File: config.mk
export PLATFORM = sky130hd
export DESIGN_NAME = npic_top
export DESIGN_NICKNAME = d
export VERILOG_FILES = /design/src/rtl/npic_pkg.sv /design/src/rtl/npic_pending.sv /design/src/rtl/npic_arbiter.sv /design/src/rtl/npic_level_stack.sv /design/src/rtl/npic_top.sv
export SDC_FILE = /design/constraint.sdc
export NUM_CORES = 1
export LEC_CHECK = 0
export ABC_AREA = 1
export BUFFER_PORTS_ARGS = -buffer_cell sky130_fd_sc_hd__buf_2
export CORE_MARGIN = 2
export CORE_UTILIZATION = 55
export CTS_BUF_LIST = sky130_fd_sc_hd__clkbuf_4 sky130_fd_sc_hd__clkbuf_8 sky130_fd_sc_hd__clkbuf_16
export CTS_CLUSTER_DIAMETER = 30
export DETAILED_ROUTE_END_ITERATION = 12
export PLACE_DENSITY = 0.72
export SYNTH_ARGS = -nofsm -noshare
export SYNTH_HDL_FRONTEND = slang
export SYNTH_SLANG_ARGS = --single-unit
export TNS_END_PERCENT = 5
File: constraint.sdc
create_clock -name clk -period 53.6 [get_ports clk]
set_clock_uncertainty 0.2 [all_clocks]
set_input_delay 10.72 -clock clk [delete_from_list [all_inputs] [get_ports clk]]
set_output_delay 10.72 -clock clk [all_outputs]
set_load 0.05 [all_outputs]
File: src/rtl/npic_pkg.sv
package npic_pkg;

  typedef enum logic [1:0] {
    CFG_PRIO   = 2'd0,
    CFG_ENABLE = 2'd1,
    CFG_GROUP  = 2'd2,
    CFG_THRESH = 2'd3
  } cfg_kind_e;

  // Keep the upper grp bits of a width-bit urgency value, clear the rest.
  function automatic logic [7:0] preempt_key(input logic [7:0] prio,
                                             input int width, input int grp);
    logic [7:0] k;
    k = '0;
    for (int b = 0; b < 8; b++) begin
      if (b < width && b + grp >= width) k[b] = prio[b];
    end
    return k;
  endfunction

  // True when a nonzero threshold shuts this urgency value out.
  function automatic logic is_masked(input logic [7:0] prio, input logic [7:0] thresh);
    return (thresh != 8'd0) && (prio >= thresh);
  endfunction

endpackage

File: src/rtl/npic_pending.sv
module npic_pending #(
  parameter int N     = 16,
  parameter int IDX_W = $clog2(N)
) (
  input  logic             clk,
  input  logic             rst_n,
  input  logic [N-1:0]     irq_in,
  input  logic             clr_valid,
  input  logic [IDX_W-1:0] clr_idx,
  output logic [N-1:0]     pending_o
);

  logic [N-1:0] prev_q;
  logic [N-1:0] pend_q;
  logic [N-1:0] rise;
  logic [N-1:0] clr_vec;

  assign rise    = irq_in & ~prev_q;
  assign clr_vec = clr_valid ? (N'(1) << clr_idx) : '0;

  always_ff @(posedge clk) begin
    if (!rst_n) begin
      prev_q <= '0;
      pend_q <= '0;
    end else begin
      prev_q <= irq_in;
      pend_q <= (pend_q & ~clr_vec) | rise;
    end
  end

  assign pending_o = pend_q;

  for (genvar i = 0; i < N; i++) begin : g_chk
    p_rise_latch_r2: assert property (@(posedge clk) disable iff (!rst_n)
      rise[i] |=> pend_q[i])
      else $error("edge on line %0d not latched", i);
  end

  p_clear_r6: assert property (@(posedge clk) disable iff (!rst_n)
    (clr_valid && !rise[clr_idx]) |=> !pend_q[$past(clr_idx)])
    else $error("acknowledged line still pending");

endmodule

File: src/rtl/npic_arbiter.sv
module npic_arbiter #(
  parameter int N      = 16,
  parameter int PRIO_W = 4,
  parameter int IDX_W  = $clog2(N)
) (
  input  logic [N-1:0]             pending,
  input  logic [N-1:0]             enable,
  input  logic [N-1:0][PRIO_W-1:0] prio,
  input  logic [PRIO_W-1:0]        thresh,
  output logic                     found_o,
  output logic [IDX_W-1:0]         win_idx_o,
  output logic [PRIO_W-1:0]        win_prio_o
);
  import npic_pkg::*;

  always_comb begin
    found_o    = 1'b0;
    win_idx_o  = '0;
    win_prio_o = '1;
    for (int i = 0; i < N; i++) begin
      if (pending[i] && enable[i] && !is_masked(8'(prio[i]), 8'(thresh)) &&
          (!found_o || prio[i] < win_prio_o)) begin
        found_o    = 1'b1;
        win_idx_o  = IDX_W'(i);
        win_prio_o = prio[i];
      end
    end
  end

endmodule

File: src/rtl/npic_level_stack.sv
module npic_level_stack #(
  parameter int DEPTH  = 4,
  parameter int KEY_W  = 4,
  parameter int CNT_W  = $clog2(DEPTH + 1),
  parameter int SLOT_W = (DEPTH > 1) ? $clog2(DEPTH) : 1
) (
  input  logic             clk,
  input  logic             rst_n,
  input  logic             push,
  input  logic             pop,
  input  logic [KEY_W-1:0] push_key,
  output logic [KEY_W-1:0] top_key_o,
  output logic             empty_o,
  output logic             full_o
);

  logic [KEY_W-1:0] mem_q [DEPTH];
  logic [CNT_W-1:0] depth_q;
  logic             do_pop;
  logic             do_push;
  logic [CNT_W-1:0] after_pop;

  assign empty_o   = (depth_q == '0);
  assign full_o    = (depth_q == CNT_W'(DEPTH));
  assign do_pop    = pop && !empty_o;
  assign after_pop = depth_q - CNT_W'(do_pop);
  assign do_push   = push && (after_pop < CNT_W'(DEPTH));
  assign top_key_o = empty_o ? '0 : mem_q[SLOT_W'(depth_q - 1'b1)];

  always_ff @(posedge clk) begin
    if (!rst_n) begin
      depth_q <= '0;
      for (int i = 0; i < DEPTH; i++) mem_q[i] <= '0;
    end else begin
      if (do_push) mem_q[SLOT_W'(after_pop)] <= push_key;
      depth_q <= after_pop + CNT_W'(do_push);
    end
  end

  p_no_overflow_r10: assert property (@(posedge clk) disable iff (!rst_n)
    depth_q <= CNT_W'(DEPTH))
    else $error("nesting stack overflow");

  p_pop_r9: assert property (@(posedge clk) disable iff (!rst_n)
    (pop && !empty_o && !push) |=> depth_q == CNT_W'($past(depth_q) - 1'b1))
    else $error("end-of-service did not pop");

  p_empty_pop_r9: assert property (@(posedge clk) disable iff (!rst_n)
    (pop && empty_o && !push) |=> empty_o)
    else $error("pop on empty stack changed depth");

  p_push_r6: assert property (@(posedge clk) disable iff (!rst_n)
    (push && !pop && !full_o) |=> depth_q == CNT_W'($past(depth_q) + 1'b1))
    else $error("acknowledge did not push");

endmodule

File: src/rtl/npic_top.sv
module npic_top #(
  parameter int N      = 16,
  parameter int PRIO_W = 4,
  parameter int DEPTH  = 4,
  parameter int IDX_W  = $clog2(N)
) (
  input  logic              clk,
  input  logic              rst_n,
  input  logic [N-1:0]      irq_in,
  input  logic              cfg_we,
  input  logic [1:0]        cfg_kind,
  input  logic [IDX_W-1:0]  cfg_line,
  input  logic [PRIO_W-1:0] cfg_data,
  input  logic              ack,
  input  logic              eoi,
  output logic              irq_req,
  output logic [IDX_W-1:0]  irq_vec
);
  import npic_pkg::*;

  localparam int GRP_W = $clog2(PRIO_W + 1);

  logic [N-1:0][PRIO_W-1:0] prio_q;
  logic [N-1:0]             enable_q;
  logic [GRP_W-1:0]         group_q;
  logic [PRIO_W-1:0]        thresh_q;

  logic [N-1:0]      pending;
  logic              found;
  logic [IDX_W-1:0]  win_idx;
  logic [PRIO_W-1:0] win_prio;
  logic [PRIO_W-1:0] win_key;
  logic [PRIO_W-1:0] top_key;
  logic              stk_empty;
  logic              stk_full;
  logic              beats_running;
  logic              accept;

  // configuration registers
  always_ff @(posedge clk) begin
    if (!rst_n) begin
      prio_q   <= '0;
      enable_q <= '0;
      group_q  <= GRP_W'(PRIO_W);
      thresh_q <= '0;
    end else if (cfg_we) begin
      case (cfg_kind)
        CFG_PRIO:   prio_q[cfg_line]   <= cfg_data;
        CFG_ENABLE: enable_q[cfg_line] <= cfg_data[0];
        CFG_GROUP:  group_q <= (int'(cfg_data) > PRIO_W) ? GRP_W'(PRIO_W) : GRP_W'(cfg_data);
        default:    thresh_q <= cfg_data;
      endcase
    end
  end

  npic_pending #(.N(N), .IDX_W(IDX_W)) u_pending (
    .clk       (clk),
    .rst_n     (rst_n),
    .irq_in    (irq_in),
    .clr_valid (accept),
    .clr_idx   (win_idx),
    .pending_o (pending)
  );

  npic_arbiter #(.N(N), .PRIO_W(PRIO_W), .IDX_W(IDX_W)) u_arb (
    .pending    (pending),
    .enable     (enable_q),
    .prio       (prio_q),
    .thresh     (thresh_q),
    .found_o    (found),
    .win_idx_o  (win_idx),
    .win_prio_o (win_prio)
  );

  assign win_key       = PRIO_W'(preempt_key(8'(win_prio), PRIO_W, int'(group_q)));
  assign beats_running = stk_empty || (win_key < top_key);
  assign irq_req       = found && beats_running && !stk_full;
  assign irq_vec       = win_idx;
  assign accept        = ack && irq_req;

  npic_level_stack #(.DEPTH(DEPTH), .KEY_W(PRIO_W)) u_stack (
    .clk       (clk),
    .rst_n     (rst_n),
    .push      (accept),
    .pop       (eoi),
    .push_key  (win_key),
    .top_key_o (top_key),
    .empty_o   (stk_empty),
    .full_o    (stk_full)
  );

  p_req_eligible_r3: assert property (@(posedge clk) disable iff (!rst_n)
    irq_req |-> (enable_q[irq_vec] && pending[irq_vec]))
    else $error("presented line not pending and enabled");

  p_mask_r5: assert property (@(posedge clk) disable iff (!rst_n)
    (irq_req && thresh_q != '0) |-> (prio_q[irq_vec] < thresh_q))
    else $error("masked line presented");

  p_preempt_r7: assert property (@(posedge clk) disable iff (!rst_n)
    (irq_req && !stk_empty) |->
      (PRIO_W'(preempt_key(8'(prio_q[irq_vec]), PRIO_W, int'(group_q))) < top_key))
    else $error("request does not beat running level");

  p_full_block_r10: assert property (@(posedge clk) disable iff (!rst_n)
    stk_full |-> !irq_req)
    else $error("request while nesting is full");

endmodule

=== Word-level counts from Yosys, hierarchy flattened ===
Memory sizes are Yosys's and may differ from the RTL's.
Cells that the tools add are included.

* Register bits after elaboration: 122
* RAM bits: 16
* Input port bits: 31
* Word-level logic and storage cells: 273
* Memories kept: 1

{| class="wikitable"
|+ Memories
! memory !! depth !! width !! read ports !! clocked after memory_dff !! wr ports !! RTL line !! text
|-
| u_stack.mem_q || 4 || 4 || 1 || 0 || 4 || npic_level_stack.sv:17 || <nowiki>logic [KEY_W-1:0] mem_q [DEPTH];</nowiki>
|}

* Add/sub/neg operators: 6
* Order comparisons: 40
* Eq/ne operators: 3
* Shift operators: 1
* Muxes and demuxes: 67
* Bitwise operators: 6
* Reduce and logical (&&, ||, !) cells: 127

{| class="wikitable"
|+ Operator list
! operator !! count
|-
| 4-bit two-way mux || 27
|-
| 1-bit logical AND || 69
|-
| 64-bit bitwise mux || 1
|-
| 4-bit >= comparator || 16
|-
| 4-bit less-than comparator || 16
|-
| 1-bit zero test || 33
|-
| 16-bit AND || 2
|-
| 16-bit inverter || 2
|-
| 1-bit two-way mux || 27
|-
| 16-bit bitwise mux || 1
|-
| 4-bit demux with 4-bit select || 1
|-
| 1-bit logical OR || 16
|-
| 16-bit two-way mux || 1
|-
| 16-bit OR || 1
|-
| 1-bit by 4-bit << shifter with 16-bit output (first input constant) || 1
|-
| 3-bit two-way mux || 5
|-
| 4-bit by 3-bit >= comparator with 1-bit output (second input constant) || 3
|-
| 2-bit by 3-bit adder with 4-bit output (first input constant) || 2
|-
| 2-bit AND reduction || 4
|-
| 2-bit two-way mux || 3
|-
| 4-bit by 5-bit less-than comparator with 1-bit output (second input constant) || 1
|-
| 1-bit by 3-bit adder with 4-bit output (first input constant) || 1
|-
| 1-bit demux with 4-bit select || 1
|-
| 4-bit by 1-bit >= comparator with 1-bit output (second input constant) || 1
|-
| other kinds (15) || 15
|}

=== Longest topological paths before layout ===
* Depth in word-level cells: 77
* Depth in mapped cells: 159
* Gate-level depth less buffers: 158

=== By module ===
From an unflattened synthesis, not the netlist that was laid out.

* Cells, all modules: 1436
* Area, all modules: 10009.6 um2

{| class="wikitable"
|+ Modules (own cells, without submodules)
! module !! times used !! cells an instance !! area each (um2) !! sequential area each (um2)
|-
| npic_arbiter || 1 || 765 || 4393.0 || 0.0
|-
| npic_top || 1 || 393 || 3340.7 || 1741.7
|-
| npic_pending || 1 || 168 || 1238.7 || 640.6
|-
| npic_level_stack || 1 || 110 || 1037.2 || 540.5
|}

=== Worst setup path after synthesis ===
Ideal clock, no wire load.

* Path type: reg-to-output
* Start point: register thresh_q[0]
* End point: output irq_req
* Arrival time: 16263 ps
* Path slack: 26417 ps
* Stages on the path, launching flop included: 129
* Buffers on the path: 1
* Path through: dfxtp_1 > ha_1 > nand4_1 > nand3_1 > nand2_2 > nand2_1 > nor2_1 > ha_1 > a21oi_1 > nand2_1 > nand2_2 > nand2_2 > o21ai_0 > ha_1 > inv_1 > o21bai_1 > inv_2 > nand2_1 > [93 not listed] > nand2_1 > nand2_2 > nand2_4 > o21ai_0 > ha_1 > a21oi_1 > nand2_1 > nand2_1 > nand2_1 > buf_2 > nand2_1 > inv_1 > nor3_1 > ha_1 > a211o_1 > inv_1 > nand2_1 > a21boi_0

* Longest elaborated chain between the ends: 70
* Elaborated cells between the ends (all ways): 165
* Those cells by class: order compare (32); mux (36); reduce/logical (97)

{| class="wikitable"
|+ Ends and longest elaborated chain
! element !! RTL line !! text
|-
| start, declared || npic_top.sv:26 || <nowiki>logic [PRIO_W-1:0] thresh_q;</nowiki>
|-
| start signal, assigned || npic_top.sv:51 || <nowiki>default: thresh_q <= cfg_data;</nowiki>
|-
| 4-bit >= comparator or 4-bit nonzero test (tied branches) || npic_pkg.sv:23 || <nowiki>return (thresh != 8'd0) && (prio >= thresh);</nowiki>
|-
| 1-bit logical AND || npic_pkg.sv:23 ||
|-
| 1-bit zero test || npic_arbiter.sv:21 || <nowiki>if (pending[i] && enable[i] && !is_masked(8'(prio[i]), 8'(thresh)) &&</nowiki>
|-
| 1-bit logical AND || npic_arbiter.sv:21 ||
|-
| 4-bit two-way mux or 1-bit two-way mux (tied branches) || npic_arbiter.sv:21 ||
|-
| 4-bit less-than comparator or 1-bit zero test (tied branches) || npic_arbiter.sv:22 || <nowiki>(!found_o || prio[i] < win_prio_o)) begin</nowiki>
|-
| 1-bit logical OR || npic_arbiter.sv:22 ||
|-
| 1-bit logical AND || npic_arbiter.sv:21 ||
|-
| [53 not listed] || n/a ||
|-
| 4-bit less-than comparator or 1-bit zero test (tied branches) || npic_arbiter.sv:22 ||
|-
| 1-bit logical OR || npic_arbiter.sv:22 ||
|-
| 1-bit logical AND || npic_arbiter.sv:21 ||
|-
| 4-bit two-way mux || npic_arbiter.sv:21 ||
|-
| 1-bit two-way mux || npic_pkg.sv:16 || <nowiki>if (b < width && b + grp >= width) k[b] = prio[b];</nowiki>
|-
| 4-bit less-than comparator || npic_top.sv:76 || <nowiki>assign beats_running = stk_empty || (win_key < top_key);</nowiki>
|-
| 1-bit logical OR || npic_top.sv:76 ||
|-
| 1-bit logical AND * (2 in a row) || npic_top.sv:77 || <nowiki>assign irq_req = found && beats_running && !stk_full;</nowiki>
|-
| end, declared || npic_top.sv:16 || <nowiki>output logic irq_req,</nowiki>
|}

Mark *: on every way between the ends. The rest lies on a longest branch, timed or not.

=== Worst setup path in the final report ===
Ends and elaborated chain as after synthesis.

==> flow_summary.yaml <==
status:
  status: "finished, final reports clean"
min_path:
  hold_class: "reg -> reg"
  hold_path.startpoint: "u_pending.prev_q[2]"
synth:
  ys_ff_latch: 138
  syn_nets: 1531
  synth_cells: 1407
  synth_top_area_share_pct: 25.7
  ys_seq_area_share_pct: 30.8
  netlist_area_um2: 9500
  yosys_warnings: 0
  synth.avg_cell_area_um2: 6.75
  synth.distinct_cells: 36
  synth_area_leaders: "dfxtp_1 26%, ha_1 12%, nand2_1 11%"
  yosysTopAreaCell: "dfxtp_1"
detailed_routing:
  drt-initial-drc-count: 677
  wl_per_cell_um: 14.9
  drc_errors: 0
  detail-route-antenna-nets: 0
  routed_wl_um: 24900
  drt-vias-per-instance: 5.44
  drt-pass1-iter-count: 8
  via_count: 9095
worst_setup_path:
  cp_max_fo: 17
  timing.rr.start: "thresh_q[0]"
  crit_slowest_cell: "dfxtp_1"
  worst-setup-path-type: "reg -> out"
  cpPeakStageDelay_ns: 0.85
  cp_common_cell: "nand2_1"
  cp-startpoint: "thresh_q[0]"
  cp.arrival_ns: 18.69
  end_kind: "primary output"
  required_ns: 42.68
  worstSetupStartpointType: "flip-flop"
placement:
  placed_cell_area_um2: 9860
  dp_hpwl_um: 18100
  gp_congestion: 0.890
  io_buffers: 35
  place_ws_ns: 24.56
clocking:
  hold_buffers: 0
  clk_pin_slew_ns: 0.06
  cts.sinks: 138
  cts_resized: 0
  cts_setup_buffers: 0
  insertion_delay_ns: 0.42
  numCtsBuffers: 17
  htreeDepth: 4
  cts_buffer_depth: 2
  cts_tree: "built"
  root_buffer: "clkbuf_16"
sta:
  hold_viol_final: 0
  slew_headroom_pct: 26.2
  fmax_ghz: 0.0338
  worst_slack_ns: 23.99
  finalMaxSlewViolations: 0
  period_share_pct: 55.2
  setup_violations: 0
  fin_crit_ns: 29.61
  rsz0062_at_grt: "no"
  tns_ns: 0
  worst_slew_pin_slew_ns: 1.10
finish:
  fill_cells: 1624
  syn2layout_area_growth_pct: 10.1
  final_cell_mix: "289 x nand2_1, 171 x inv_1, 171 x nor2_1"
  fin_area_um2: 10500
  final_common_cell: "nand2_1"
  multi_input_area_um2: 5750
  regArea_um2: 2920
  final_util_pct: 61.1
  drive_above_1_share_pct: 10.2
  n_antenna_cell: 0
  nets: 1557
global_routing:
  grt_pass1_wl_um: 40400
  antenna_found_initial: 0
  grt_max_degree: 64
  gr-usage-all-layers_pct: 27.9
  grt_pass1_vias: 8285
  overflow: 0
floorplan:
  initial_core_util_pct: 55.5
  rows: 48
  dieArea_um2: 18300
  ioPinCount: 36
  core_area_um2: 17100
  die_w_um: 135
  die_h_um: 135
power_and_ir_drop:
  irDropWorstVdd_mv: 0.0218
  power_density_nw_per_um2: 25.6
  leakage_nw: 5.10
flow_run:
  maxCapViolCount: 0
[flip-flops by register name, indices dropped and copies added, names as in the netlist]
register             flops
group_q                  3
u_stack.depth_q          3
u_pending.prev_q        16
u_stack.mem_q           16
thresh_q                 4
u_pending.pending_o     16
prio_q                  64
enable_q                16
[routing by layer]
layer / GRT usage [%] / vias up / routed length [um]
li1: - / 4696 / -
met5: 0 / - / 0
met4: 8.16 / 0 / 485
met3: 4.49 / 43 / 1210
met1: 38.2 / 4113 / 12000
met2: 45.5 / 243 / 11300
[area by class of cell]
cell class	count	area share, %
repair buffers	36	1.77
multi-input cells	1047	54.9
inverters	193	6.93
clock buffers	20	4.40
clock inverters	12	1.34
flip-flops and latches	138	27.9
well taps	225	2.69
[Yosys cell counts, drive strengths merged]
master,instances
nand4,20
a32oi,1
nand2,323
dfxtp,122
a211o,1
xor2,1
clkinv,9
nand3,127
nand3b,10
o211ai,15
inv,184
edfxtp,16
buf,6
o21a,2
clkbuf,23
nor3,6
nor2,172
ha,93
a21boi,1
a22oi,2
o21ai,122
o21bai,13
o22ai,11
a21oi,105
or2,22
[final timing paths]
| kind | endpoint | cells past startpoint | slack [ns] |
|---|---|---|---|
| worst min-delay path | u_pending.pending_o[2] | 1 | 0.22 |
| worst min register to register | u_pending.pending_o[2] | 1 | 0.22 |
| worst max register to register | u_stack.mem_q[2][2] | 134 | 34.27 |
| worst max-delay path | irq_req | 131 | 23.99 |
[critical path: cells and delay by family (launching register included)]
family	cells	cell delay, ns
fa+ha+maj	17	5.08
compound gates	30	5.61
buf+inv	27	1.66
simple gates	57	5.05
flops	1	0.85
[kinds of logic (layout without fill, tap and decap cells)]
kind of cell / after synthesis / after routing / synth area share (%)
AO/OA/AOI/OAI: 273 / 273 / 15.5
XOR/XNOR: 1 / 1 / 0.0922
adder cells (fa/ha/maj): 93 / 93 / 12.2
buffers and inverters: 222 / 261 / 8.85
flip-flops: 138 / 138 / 30.8
AND/OR/NAND/NOR: 680 / 680 / 32.6
[report_power, final]
| part | internal (mW) | total [mW] | leakage, nW | switching, mW |
|---|---|---|---|---|
| Clock | 0.0720 | 0.120 | 0.283 | 0.0478 |
| Sequential | 0.108 | 0.111 | 1.16 | 0.00314 |
| Combinational | 0.0127 | 0.0371 | 3.66 | 0.0244 |
[metrics by stage]
step                      total power [mW]  cells  hold WS, ns
after detailed placement             0.150   1639        0.218
after global routing                 0.279   1671        0.239
after floorplan                      0.140   1407        0.208
after global placement               0.149   1639        0.210
final                                0.268   1671        0.224
after CTS                            0.269   1671        0.225
(Power assumes the default switching activity.)
